### src/rtl/chk_regfile.sv
module chk_regfile #(
    parameter int W    = 32,
    parameter int NREG = 16,
    parameter int NRD  = 2,
    localparam int AW  = $clog2(NREG)
) (
    input  logic                    clk,
    input  logic                    rst_n,
    input  logic                    we,
    input  logic [AW-1:0]           waddr,
    input  logic [W-1:0]            wdata,
    input  logic [NRD-1:0][AW-1:0]  raddr,
    output logic [NRD-1:0][W-1:0]   rdata
);

    logic [W-1:0] mem [NREG];

    // index 0 is never written, so it holds its reset value of zero
    always_ff @(posedge clk or negedge rst_n) begin
        if (!rst_n) begin
            for (int i = 0; i < NREG; i++) mem[i] <= '0;
        end else if (we && (waddr != '0)) begin
            mem[waddr] <= wdata;
        end
    end

    generate
        for (genvar g = 0; g < NRD; g++) begin : g_rd
            assign rdata[g] = (raddr[g] == '0) ? '0 : mem[raddr[g]];
        end
    endgenerate

endmodule

### config.mk
export PLATFORM = sky130hd
export DESIGN_NAME = chk_regfile
export DESIGN_NICKNAME = d
export VERILOG_FILES = /design/src/rtl/chk_regfile.sv
export SDC_FILE = /design/constraint.sdc
export NUM_CORES = 1
export LEC_CHECK = 0
export ABC_AREA = 1
export BUFFER_PORTS_ARGS = -buffer_cell sky130_fd_sc_hd__buf_2
export CAP_MARGIN = 20
export CORE_UTILIZATION = 35
export CTS_BUF_LIST = sky130_fd_sc_hd__clkbuf_4 sky130_fd_sc_hd__clkbuf_8
export CTS_CLUSTER_DIAMETER = 120
export DETAILED_ROUTE_END_ITERATION = 8
export SLEW_MARGIN = 0
export SYNTH_ARGS = -nofsm -noshare
export SYNTH_HDL_FRONTEND = slang
export SYNTH_SLANG_ARGS = --single-unit
export TNS_END_PERCENT = 5
### constraint.sdc
create_clock -name clk -period 5.6 [get_ports clk]
set_clock_uncertainty 0.2 [all_clocks]
set_input_delay 1.12 -clock clk [delete_from_list [all_inputs] [get_ports clk]]
set_output_delay 1.12 -clock clk [all_outputs]
set_load 0.01 [all_outputs]
### After elaboration in Yosys (flattened, before gate mapping)

Index checks and enable logic that the tools add are counted.
W data, S select, Z words.

* bits in registers: 512

* order comparisons: 4
* reductions and logical operators: 5
* bitwise gates (word level): 3
* mux-type cells: 11

Operators with widths (count)
* $bwmux W512: 1
* $bmux W32 S4: 2
* $mux W32: 7
* $demux W32 S4: 1
* $ge A5 B5 Y1 const B: 3
* $not A4 Y5: 3
* $logic_not A4 Y1: 2
* $lt A5 B1 Y1 const B: 1
* $reduce_bool A4 Y1: 1
* $logic_and A1 B1 Y1: 2

### Longest topological paths before layout

* depth after elaboration: 6
* gate-level depth with buffers: 11
* gate-level depth less buffers: 8

### Worst setup path before layout

Ideal clock, no wire load.

* path type: input -> output
* start point: input port raddr[4] (netlist bit)
* end point: output port rdata[36] (netlist bit)
* path buffers: 3
* data required time: 4.280 ns
* stages on the path: 11
* setup slack: 2.090 ns
* arrival time: 2.190 ns
* cell sequence: buf_2 inv_1 buf_2 clkbuf_1 nand2_1 nand3_1 nand2_1 nand2_1 nand2_1 inv_1 a21oi_1

RTL lines
* start, declared: RTL line 12 `input logic [NRD-1:0][AW-1:0] raddr,`
* end, declared: RTL line 13 `output logic [NRD-1:0][W-1:0] rdata`

==> impl_results.md <==
- Status: completed
- Largest net degree at the start of global routing: 146
- Most frequent cells in the layout: nand2_1 (1828), nand3_1 (704), inv_1 (612), dfrtp_1 (512), o21ai_0 (468)
- Cells after synthesis: 4599
- Crit start category: input port
- Worst Path Arrival: 3450 ps
- Largest regs: mem x512
- CP Class: input port to output pin
- Max-Cap Viols: 0
- WHS Path Cells: 0
- Final Max Slew Viols: 0
- Vias per cell: 5.11
- Die area: 86600 µm²
- IO Pins: 111
- Sequential fraction of the synthesis area: 42.9%
- Most common cell after layout, fill and taps aside: nand2_1
- Multi-input logic area: 13300 µm²
- Max IR drop VDD: 0.164 mV
- Grt total ovfl: 0
- RePlAce Congestion: 0.860
- First DRT Iteration DRCs: 3230
- Hold WC Path Type: flop to flop
- DP Area: 31100 µm²
- Worst hold margin: 176 ps
- Syn avg cell area: 6.50 µm²
- Postcts setup bufs: 0
- Nets: 4547
- PD cells: 335 nW/µm²
- Crit path capture type: output pin
- Max reg flops: 512
- LEAKAGE: 17.5 nW
- Initial core utilization: 35.5%
- Core area: 84100 µm²
- Synth area leader: dfrtp_1
- Fin util: 39.3%
- PnR Total Power: 11.1 mW
- Crit path max fanout: 88
- Period minus WS final: 4770 ps
- Unique cell type count in the Yosys netlist: 17
- Initial antenna violation count: 10
- Setup WS post-layout: 831 ps
- Syn nets: 4646
- DP Cell Count: 5543
- Layout cell share with drive strength beyond 1: 7.87%
- FF/Latch Area: 12800 µm²
- Fin. Hold Viols: 0
- Hold buffers post-CTS: 0
- Core Rows: 106
- I/O Buffers: 110
- Drt total wl: 106 mm
- Worst EP required: 4280 ps
- Clk pin slew, worst setup/hold paths: 50 ps
- Num CTS Buffers: 88
- Largest cells by area after synthesis: dfrtp_1 (43%), nand2_1 (23%), nand3_1 (12%), o21ai_0 (7.8%), inv_1 (7.8%)
- Width of the die: 294 µm
- Final period util: 85.2%
- Worst Tran Pin Value: 1050 ps
- Sink Count: 512
- Max_slew headroom: 29.7%
- Drt pass-1 iters: 6
- Fill cells: 9072
- RSZ-0062 raised after global routing: no
- Area delta synth->final: 10.5%
- Clock Tree Root: clkbuf_8
- Yosys reg bits: 512
- Post-synth top area share: 42.9%
- Chip height: 294 µm
- Yosys warnings: 0
- Worst skew pair latency: 690 ps
- First-pass GRT wire length: 164 mm
- CTS tree: done
- Total track usage: 24.4%
- Final non-filler cell total: 5702
- Fmax: 0.210 GHz
- Setup TNS: 0 ps
- Resize count post-CTS: 0
- Avg WL per Cell: 18.5 µm
- Via count: 29121
- Syn Std Cell Area: 29900 µm²
- Setup Viol. Count Final: 0
- H-tree depth: 3
- Setup WS pre-CTS: 836 ps
- HPWL Detailed: 62.4 mm
- Vias in the first global route: 27170
- Longest Clk Path Bufs: 3
- Largest Register: mem
- R2R cell count: 2
- Design area: 33000 µm²
- Post-DRT Antenna Nets: 0
- DRC errors left: 0
path summary, 6_finish.rpt:
| path | from | end | slack, ps |
|---|---|---|---|
| worst max-delay path | raddr[4] | rdata[45] | 830 |
| worst min-delay path | mem[491] | mem[491] | 180 |
| worst max register to register | mem[193] | mem[193] | 4660 |
| worst min register to register | mem[491] | mem[491] | 180 |
| max in group asynchronous | rst_n | mem[406] | 3720 |
| min in group asynchronous | rst_n | mem[37] | 200 |
power by group:
group	switching (mW)	internal, mW	total (mW)
Clock	1.61	2.02	3.62
Sequential	0.324	4.44	4.76
Combinational	1.80	0.888	2.69
critical path, stage by stage:
cell     delay [ps]
buf_8           380
inv_8           350
buf_12          350
nand2_1         120
nand3_1          70
nand2_1         110
nand2_1          50
nand2_1          60
inv_1            50
a21oi_1         430
buf_2           230
logic make-up (layout without fill, tap and decap cells):
kind of cell    Yosys count  count (layout)  synth area share [%]
compound gates          544             544                  9.11
buf+inv                 984             949                  12.7
flops                   512             512                  42.9
other cells               0               4                     0
simple gates           2559            2559                  35.3
synthesized netlist by cell type:
cell / n
o21ai_1: 12
buf_1: 52
a21oi_1: 64
nand2_2: 8
nor2_2: 3
nand2_1: 1828
nor4_1: 2
nor3_4: 2
nand3_1: 704
clkbuf_2: 2
buf_2: 79
nand3_2: 3
dfrtp_1: 512
nor2_1: 9
o21ai_0: 468
inv_1: 618
clkbuf_1: 233
routing by layer:
metal / vias to the layer above / track usage, % / share of wire (%)
met2: 1213 / 38.9 / 45
li1: 13985 / - / -
met1: 13675 / 33.1 / 43
met4: 8 / 9.79 / 3.4
met5: - / 0 / 0.043
met3: 240 / 3.58 / 8.0
area by class of cell:
cell class                      instances  area share [%]
Antenna cell                            4          0.0303
Clock buffer                          143            5.45
Clock inverter                         11           0.186
Inverter                              618            7.09
Multi-Input combinational cell       3103            40.4
Sequential cell                       512            38.8
Tap cell                             1134            4.30
Timing Repair Buffer                  177            3.77
(Power assumes the default switching activity.)
